`config.mk`:
```
export PLATFORM = sky130hd
export DESIGN_NAME = gpio_alias_regs
export DESIGN_NICKNAME = d
export VERILOG_FILES = /design/src/rtl/gpio_alias_pkg.sv /design/src/rtl/gpio_sync.sv /design/src/rtl/gpio_req_decode.sv /design/src/rtl/gpio_reg_update.sv /design/src/rtl/gpio_alias_regs.sv
export SDC_FILE = /design/constraint.sdc
export NUM_CORES = 1
export LEC_CHECK = 0
export ABC_AREA = 1
export BUFFER_PORTS_ARGS = -buffer_cell sky130_fd_sc_hd__buf_2
export CAP_MARGIN = 20
export CORE_MARGIN = 2
export CORE_UTILIZATION = 38
export DETAILED_ROUTE_END_ITERATION = 10
export GPL_TIMING_DRIVEN = 0
export PLACE_DENSITY = 0.55
export SKIP_CTS_REPAIR_TIMING = 1
export SLEW_MARGIN = 15
export SYNTH_ARGS = -nofsm -noshare
export SYNTH_HDL_FRONTEND = slang
export SYNTH_SLANG_ARGS = --single-unit
```
`constraint.sdc`:
```
create_clock -name clk_i -period 1 [get_ports clk_i]
set_input_delay 0.05 -clock clk_i [delete_from_list [all_inputs] [get_ports clk_i]]
set_output_delay 0.05 -clock clk_i [all_outputs]
set_load 0.01 [all_outputs]
```
`src/rtl/gpio_alias_pkg.sv`:
```
package gpio_alias_pkg;

  // word index inside the 64-byte window; the index order is the software map
  localparam logic [3:0] W_ID      = 4'd0;
  localparam logic [3:0] W_IN      = 4'd1;
  localparam logic [3:0] W_HI      = 4'd2;
  localparam logic [3:0] W_RSV     = 4'd3;
  localparam logic [3:0] W_OUT     = 4'd4;
  localparam logic [3:0] W_OUT_SET = 4'd5;
  localparam logic [3:0] W_OUT_CLR = 4'd6;
  localparam logic [3:0] W_OUT_TGL = 4'd7;
  localparam logic [3:0] W_OE      = 4'd8;
  localparam logic [3:0] W_OE_SET  = 4'd9;
  localparam logic [3:0] W_OE_CLR  = 4'd10;
  localparam logic [3:0] W_OE_TGL  = 4'd11;

  typedef struct packed {
    logic wr;   // whole-word load
    logic set;
    logic clr;
    logic tgl;
  } alias_op_t;

endpackage

```
`src/rtl/gpio_sync.sv`:
```
module gpio_sync #(
  parameter int unsigned W = 32
) (
  input  logic         clk_i,
  input  logic         rst_ni,
  input  logic [W-1:0] d_i,
  output logic [W-1:0] q_o
);
  logic [W-1:0] meta_q, sync_q;

  always_ff @(posedge clk_i or negedge rst_ni) begin
    if (!rst_ni) begin
      meta_q <= '0;
      sync_q <= '0;
    end else begin
      meta_q <= d_i;
      sync_q <= meta_q;
    end
  end

  assign q_o = sync_q;
endmodule

```
`src/rtl/gpio_req_decode.sv`:
```
module gpio_req_decode
  import gpio_alias_pkg::*;
#(
  parameter int unsigned ADDR_W = 12
) (
  input  logic              req_i,
  input  logic              we_i,
  input  logic [ADDR_W-1:0] addr_i,
  output alias_op_t         out_op_o,
  output alias_op_t         oe_op_o,
  output logic              rd_o,
  output logic [3:0]        rd_word_o
);
  logic       hit, wr;
  logic [3:0] widx;

  always_comb begin
    hit      = (addr_i[ADDR_W-1:6] == '0) && (addr_i[1:0] == 2'b00);
    widx     = addr_i[5:2];
    wr       = req_i && we_i && hit;
    out_op_o = '0;
    oe_op_o  = '0;
    case (widx)
      W_OUT:     out_op_o.wr  = wr;
      W_OUT_SET: out_op_o.set = wr;
      W_OUT_CLR: out_op_o.clr = wr;
      W_OUT_TGL: out_op_o.tgl = wr;
      W_OE:      oe_op_o.wr   = wr;
      W_OE_SET:  oe_op_o.set  = wr;
      W_OE_CLR:  oe_op_o.clr  = wr;
      W_OE_TGL:  oe_op_o.tgl  = wr;
      default: ;
    endcase
    rd_o      = req_i && !we_i;
    // misses read as the reserved word, which is zero
    rd_word_o = hit ? widx : W_RSV;
  end
endmodule

```
`src/rtl/gpio_reg_update.sv`:
```
module gpio_reg_update
  import gpio_alias_pkg::*;
#(
  parameter int unsigned W       = 32,
  parameter int unsigned NUM_REQ = 2
) (
  input  logic                   clk_i,
  input  logic                   rst_ni,
  input  alias_op_t [NUM_REQ-1:0] op_i,
  input  logic [NUM_REQ*W-1:0]   mask_i,
  output logic [W-1:0]           q_o
);
  logic [W-1:0] q_r, q_d;
  logic [W-1:0] load_val, set_m, clr_m, tgl_m;
  logic         load;

  always_comb begin
    load     = 1'b0;
    load_val = '0;
    set_m    = '0;
    clr_m    = '0;
    tgl_m    = '0;
    // descending walk: lowest index whole-word write is taken last and wins
    for (int k = NUM_REQ - 1; k >= 0; k--) begin
      if (op_i[k].wr) begin
        load     = 1'b1;
        load_val = mask_i[k*W +: W];
      end
      if (op_i[k].set) set_m = set_m | mask_i[k*W +: W];
      if (op_i[k].clr) clr_m = clr_m | mask_i[k*W +: W];
      if (op_i[k].tgl) tgl_m = tgl_m ^ mask_i[k*W +: W];
    end
    q_d = load ? load_val : (((q_r | set_m) & ~clr_m) ^ tgl_m);
  end

  always_ff @(posedge clk_i or negedge rst_ni) begin
    if (!rst_ni) q_r <= '0;
    else         q_r <= q_d;
  end

  assign q_o = q_r;
endmodule

```
`src/rtl/gpio_alias_regs.sv`:
```
module gpio_alias_regs
  import gpio_alias_pkg::*;
#(
  parameter int unsigned NUM_REQ = 2,
  parameter int unsigned ADDR_W  = 12,
  parameter int unsigned DATA_W  = 32,
  parameter int unsigned N_PINS  = 32,
  parameter int unsigned HI_W    = 6
) (
  input  logic                      clk_i,
  input  logic                      rst_ni,
  input  logic [NUM_REQ-1:0]        req_i,
  input  logic [NUM_REQ-1:0]        we_i,
  input  logic [NUM_REQ*ADDR_W-1:0] addr_i,
  input  logic [NUM_REQ*DATA_W-1:0] wdata_i,
  output logic [NUM_REQ-1:0]        rvalid_o,
  output logic [NUM_REQ*DATA_W-1:0] rdata_o,
  input  logic [N_PINS-1:0]         pin_in_i,
  input  logic [HI_W-1:0]           pin_hi_in_i,
  output logic [N_PINS-1:0]         pin_out_o,
  output logic [N_PINS-1:0]         pin_oe_o
);
  localparam int unsigned MASK_W = NUM_REQ * N_PINS;

  alias_op_t [NUM_REQ-1:0] out_ops, oe_ops;
  logic [MASK_W-1:0]       wmask;
  logic [N_PINS-1:0]       in_sync, out_q, oe_q;
  logic [HI_W-1:0]         hi_sync;

  gpio_sync #(.W(N_PINS)) u_sync_in (
    .clk_i(clk_i), .rst_ni(rst_ni), .d_i(pin_in_i), .q_o(in_sync)
  );

  gpio_sync #(.W(HI_W)) u_sync_hi (
    .clk_i(clk_i), .rst_ni(rst_ni), .d_i(pin_hi_in_i), .q_o(hi_sync)
  );

  for (genvar k = 0; k < NUM_REQ; k++) begin : g_req
    alias_op_t          out_op, oe_op;
    logic               rd;
    logic [3:0]         rd_word;
    logic [DATA_W-1:0]  rd_mux, rdata_q;
    logic               rvalid_q;

    gpio_req_decode #(.ADDR_W(ADDR_W)) u_dec (
      .req_i    (req_i[k]),
      .we_i     (we_i[k]),
      .addr_i   (addr_i[k*ADDR_W +: ADDR_W]),
      .out_op_o (out_op),
      .oe_op_o  (oe_op),
      .rd_o     (rd),
      .rd_word_o(rd_word)
    );

    assign out_ops[k]                = out_op;
    assign oe_ops[k]                 = oe_op;
    assign wmask[k*N_PINS +: N_PINS] = wdata_i[k*DATA_W +: N_PINS];

    always_comb begin
      rd_mux = '0;
      case (rd_word)
        W_ID:  rd_mux = DATA_W'(k);
        W_IN:  rd_mux[N_PINS-1:0] = in_sync;
        W_HI:  rd_mux[HI_W-1:0]   = hi_sync;
        W_OUT: rd_mux[N_PINS-1:0] = out_q;
        W_OE:  rd_mux[N_PINS-1:0] = oe_q;
        default: ;
      endcase
    end

    // sampled from pre-write state: reads see the old value on a same-edge write
    always_ff @(posedge clk_i or negedge rst_ni) begin
      if (!rst_ni) begin
        rvalid_q <= 1'b0;
        rdata_q  <= '0;
      end else begin
        rvalid_q <= rd;
        if (rd) rdata_q <= rd_mux;
      end
    end

    assign rvalid_o[k]                = rvalid_q;
    assign rdata_o[k*DATA_W +: DATA_W] = rdata_q;
  end

  gpio_reg_update #(.W(N_PINS), .NUM_REQ(NUM_REQ)) u_out (
    .clk_i(clk_i), .rst_ni(rst_ni), .op_i(out_ops), .mask_i(wmask), .q_o(out_q)
  );

  gpio_reg_update #(.W(N_PINS), .NUM_REQ(NUM_REQ)) u_oe (
    .clk_i(clk_i), .rst_ni(rst_ni), .op_i(oe_ops), .mask_i(wmask), .q_o(oe_q)
  );

  assign pin_out_o = out_q;
  assign pin_oe_o  = oe_q;
endmodule

```
==> flow_summary.toml, run 1 <==
[pwr]
sequentialPowerShare = 0.410
switchingPower_mw = 6.09
pwr-share-comb = 0.127
peakVddDrop_v = 0.000866
power_mw = 21.1
swShare = 0.288
powerDensity_nw_per_um2 = 864
power.share.clock = 0.463
leakage_nw = 12.1
internal_power_mw = 15.0

[floorplanning]
chipWidth_um = 206
die_y_um = 206
io_pins = 262
start_util = 0.383
die-area_um2 = 42500
row_count = 74
coreArea_um2 = 40600

[logic_synthesis]
avgSynthCellArea_um2 = 6.01
synth_area_um2 = 15500
yosys_warnings = 0
syn_inst = 2579
syn-num-nets = 2711
synth_seq_cells = 206
ys_types = 33
synth_seq_area_share = 0.332

[outcome]
status = "finished, violations left"
violations = "hold timing, setup timing"

[drt]
vias_per_cell = 5.66
final_antenna_net_count = 0
routed_wl_mm = 89.6
drt_iter0_drc = 2396
drc = 0
drt_first_pass_iters = 6
avgRoutedWirePerCell_um = 24.5
vias = 20700

[sta]
fin_skew_ns = 0.0614
fin_crit_sh = 1.33
drv_slew = 0
finalCriticalPeriod_ns = 1.33
tns_ns = -44.92
max_freq_ghz = 0.751
setup_viol = 257
timing.hold.ws_ns = -0.633
slew_headroom = 0.581
finalWorstSetupSlack_ns = -0.332
rsz0062_at_grt = "yes"
hold_violations = 152
worst_slew_pin_slew_ns = 0.629

[grt]
grt_pass1_vias = 17300
grt_remaining_overflow = 0
antenna_found_initial = 3
grtUsageTotal = 0.372
grt_pass1_wl_mm = 115
grt_max_degree = 92

[clock_network]
htree_levels = 1
clock_path_buffers = 3
clockRootBuffer = "clkbuf_16"
clkTransAtPathRegs_ns = 0.07
cts_tree = "done"
numCtsBuffers = 25
worstSkewPairLatency_ns = 0.61
clock_sinks = 206

[critical_path]
cp_num_buf_inv = 6
crit_path_top_delay_cell = "buf_12"
slowest_delay_ns = 0.19
crit_path_cell_trace = "buf_2 > inv_2 > nor2_4 > inv_2 > nor2_2 > nand3_4 > buf_12 > clkbuf_16 > o21ai_4 > inv_1 > nand2_1 > nand3_1 > nand3_2 > nand2_4"
rrSetupSlack_ns = -0.32
worst_ep_required_time_ns = 1.43
end_kind = "register"
crit_top_cell = "inv_2"
criticalPathCategory = "in2reg"
arrival_ns = 1.76
critPathLaunchType = "input port"
cp_top_family = "simple AND/OR/NAND/NOR gates"
path_max_fanout = 5

[cells_and_area]
finalInstanceArea_um2 = 24400
area_growth_syn_to_layout_pct = 57.6
drive_above_1_share = 0.347
final_net_count = 3242

[placed_design]
dpl-instance-area_um2 = 18000
place_congestion = 0.979
pre_cts_slack_ns = -1.53
hpwlAfterDp_mm = 59.9
portBuffers = 244

[worst_hold_path]
hold_class = "in2async"

[run]
max-cap-violations = 0
-- area by class of cell --
class / instances / area, um^2
antenna: 2 / 5.00
buffer: 149 / 1570
clock buffer: 34 / 729
clock inverter: 11 / 138
fill: 3764 / 16100
inverter: 373 / 1530
multi-input combinational: 1852 / 10200
sequential: 206 / 5170
tap: 532 / 666
timing repair buffer: 503 / 4420
-- flip-flops by register name, indices dropped and copies added, names as in the netlist --
register,count
g_req.rdata_q,64
u_oe.q_o,32
u_out.q_o,32
u_sync_in.meta_q,32
u_sync_in.q_o,32
u_sync_hi.meta_q,6
u_sync_hi.q_o,6
g_req.rvalid_q,2
-- metrics by stage --
stage / instances / utilization
after global routing: 3660 / 0.603
after global placement: 3355 / 0.442
after detailed placement: 3357 / 0.443
final: 3662 / 0.603
after CTS: 3402 / 0.465
after floorplan: 2579 / -
-- per-layer routing --
metal,vias up,track usage,part of all wire
met4,4,0.145,0.058
met2,1293,0.548,0.42
met1,9807,0.526,0.40
met3,295,0.0853,0.12
li1,9315,-,-
met5,-,0,0.00026
-- Yosys cell counts (all sizes together) --
library cell    n  area (um^2)
nand2         768         2890
nor2          465         1810
inv           340         1280
dfrtp         206         5150
nand3         177          926
o21ai         146          731
nand4         132          862
buf            76          383
clkbuf         75          282
a31oi          65          422
o22ai          41          257
clkinv         33          124
o221ai         21          184
a21oi          19         95.1
o31ai           8         60.1
nor3            4         35.0
o2111ai         1         8.76
o211ai          1         7.51
or2             1         6.26
-- path summary, 6_finish.rpt --
check                                          from              endpoint  cells past startpoint
worst max-delay path                      addr_i[4]         u_out.q_o[20]                     14
worst min-delay path                         rst_ni      u_sync_in.q_o[0]                      1
worst max register to register         u_out.q_o[8]          u_out.q_o[8]                      8
worst min register to register  u_sync_hi.meta_q[0]      u_sync_hi.q_o[0]                      0
max in group asynchronous                    rst_ni  u_sync_in.meta_q[14]                      3
min in group clk_i                      wdata_i[38]           u_oe.q_o[6]                      3
-- cells by family after synthesis --
family                 Yosys count  share of synthesized area
buffers and inverters          524                      0.133
and+or+nand+nor               1547                      0.421
AOI/OAI and AO/OA              302                      0.114
DFF                            206                      0.332
-- cells in the final DEF, fill, tap and decap left out, types with 11 or more instances in the layout --
master         instances
o21ai_2               56
nand2_1              678
nand3_4               14
nand4_1              129
buf_2                215
nand2_2               69
nand3_2               25
dfrtp_1              196
nand3_1              141
nor2_1               333
clkbuf_4              19
clkbuf_8              13
buf_6                 98
nor2_2                58
o21ai_1               63
o22ai_1               34
o221ai_2              11
buf_8                 18
buf_4                141
inv_4                 16
clkbuf_16             43
nand2_4               19
a21oi_1               12
buf_12                47
a31oi_1               61
o21ai_4               17
dlygate4sd3_1         71
inv_2                 54
inv_1                259
nor2_4                73
clkinv_1              32
-- power groups by stage --
stage,clock (mW),combinational [mW],sequential [mW]
after floorplan,0,0.817,8.77
final,9.77,2.69,8.66
after global routing,10.2,2.83,8.67
after global placement,0,1.88,8.79
after CTS,9.90,1.94,8.64
after detailed placement,0,1.93,8.79
No activity file was read; power rests on OpenSTA's default activity.
==> run 2, diff against run 1 <==
- CORE_MARGIN: 2 -> 4
==> flow_summary.toml, run 2 (synthesis results as in run 1) <==
[floorplanning]
io_pins = 262
chipWidth_um = 210
coreArea_um2 = 40000
die_y_um = 210
start_util = 0.388
die-area_um2 = 44100
row_count = 73

[cells_and_area]
area_growth_syn_to_layout_pct = 57.7
largest_reg_flops = 64
final_cell_mix = "nand2_1, nor2_1, inv_1"
regMostFlops = "g_req.rdata_q"
final_net_count = 3238
drive_above_1_share = 0.339
fillers = 3662
final_util = 0.612
layout_commonest_cell = "nand2_1"

[drt]
drt_first_pass_iters = 8
avgRoutedWirePerCell_um = 24.6
vias = 20800
drc = 0
vias_per_cell = 5.68
routed_wl_mm = 90.2
drt_iter0_drc = 2848
final_antenna_net_count = 0

[critical_path]
crit_path_top_delay_cell = "clkbuf_2"
cp_num_buf_inv = 3
crit_top_cell = "nand2_4"
arrival_ns = 1.79
crit_start = "addr_i[12]"
criticalPathCategory = "in2reg"
crit_path_cell_trace = "buf_6 > nor2_4 > nand2_4 > nor2_8 > buf_12 > nand2_4 > nor3_4 > clkbuf_2 > a31oi_1 > nand2_2"
critPathLaunchType = "input port"
end_kind = "register"
slowest_delay_ns = 0.42
path_max_fanout = 10
rr_startpoint = "u_out.q_o[12]"
worst_ep_required_time_ns = 1.48
cp_top_family = "simple AND/OR/NAND/NOR gates"

[pwr]
power.share.clock = 0.481
pwr-share-comb = 0.122
internal_power_mw = 15.6
sequentialPowerShare = 0.397
leakage_nw = 12.1
powerDensity_nw_per_um2 = 892
switchingPower_mw = 6.20
swShare = 0.284
peakVddDrop_v = 0.00111
power_mw = 21.8

[grt]
antenna_found_initial = 6
grtUsageTotal = 0.351
grt_pass1_wl_mm = 116
grt_pass1_vias = 17800
grt_max_degree = 99
grt_remaining_overflow = 0

[clock_network]
clock_path_buffers = 3
numCtsBuffers = 26
worstSkewPairLatency_ns = 0.60
clockRootBuffer = "clkbuf_16"
cts_tree = "done"
htree_levels = 1
clkTransAtPathRegs_ns = 0.07
clock_sinks = 206

[sta]
finalWorstSetupSlack_ns = -0.316
fin_skew_ns = 0.0477
tns_ns = -43.50
max_freq_ghz = 0.760
rsz0062_at_grt = "yes"
drv_slew = 0
fin_crit_sh = 1.32
slew_headroom = 0.529
finalCriticalPeriod_ns = 1.32
timing.hold.ws_ns = -0.622
setup_viol = 247
worst_slew_pin_slew_ns = 0.706
hold_violations = 119

[placed_design]
pre_cts_slack_ns = -1.51
portBuffers = 244
place_congestion = 1.00
hpwlAfterDp_mm = 60.4

[worst_hold_path]
hold_class = "in2async"

[outcome]
status = "finished, violations left"
violations = "hold timing, setup timing"

[run]
max-cap-violations = 0
run 2: path summary, 6_finish.rpt:
kind / to / slack (ns) / cells past startpoint
hold / removal: u_out.q_o[5] / -0.62 / 1
min in group clk_i: u_out.q_o[24] / -0.04 / 7
hold reg to reg: u_sync_hi.q_o[2] / 0.35 / 0
max in group asynchronous: u_out.q_o[27] / 0.41 / 3
setup reg to reg: u_out.q_o[12] / -0.30 / 8
setup / recovery: u_out.q_o[20] / -0.32 / 10
run 2: metal layers:
layer / vias up / part of all wire / global-route usage
li1: 9315 / - / -
met3: 346 / 0.11 / 0.0734
met2: 1330 / 0.42 / 0.523
met5: - / 0.00055 / 0
met4: 4 / 0.060 / 0.152
met1: 9771 / 0.40 / 0.496
run 2: area by class of cell:
cell class | count | area [um^2] | area share
clock inverters | 15 | 203 | 0.00828
multi-input cells | 1852 | 10100 | 0.412
diodes | 8 | 20.0 | 0.000818
well taps | 525 | 657 | 0.0268
flip-flops and latches | 206 | 5170 | 0.211
clock buffers | 33 | 737 | 0.0301
inverters | 373 | 1520 | 0.0622
repair buffers | 498 | 4470 | 0.183
plain buffers | 149 | 1610 | 0.0658
run 2: stage by stage:
stage,area [um^2],instances
after floorplan,16000,2579
after global placement,17900,3348
after detailed placement,18000,3350
after CTS,18900,3398
after global routing,24400,3652
final,24500,3659
run 2: power by group through the flow:
stage	clock network (mW)	registers, mW	logic [mW]
4_1_cts	10.5	8.64	1.93
3_5_place_dp	0	8.79	1.92
6_report	10.5	8.66	2.67
2_1_floorplan	0	8.77	0.817
3_3_place_gp	0	8.79	1.88
5_1_grt	10.9	8.67	2.80
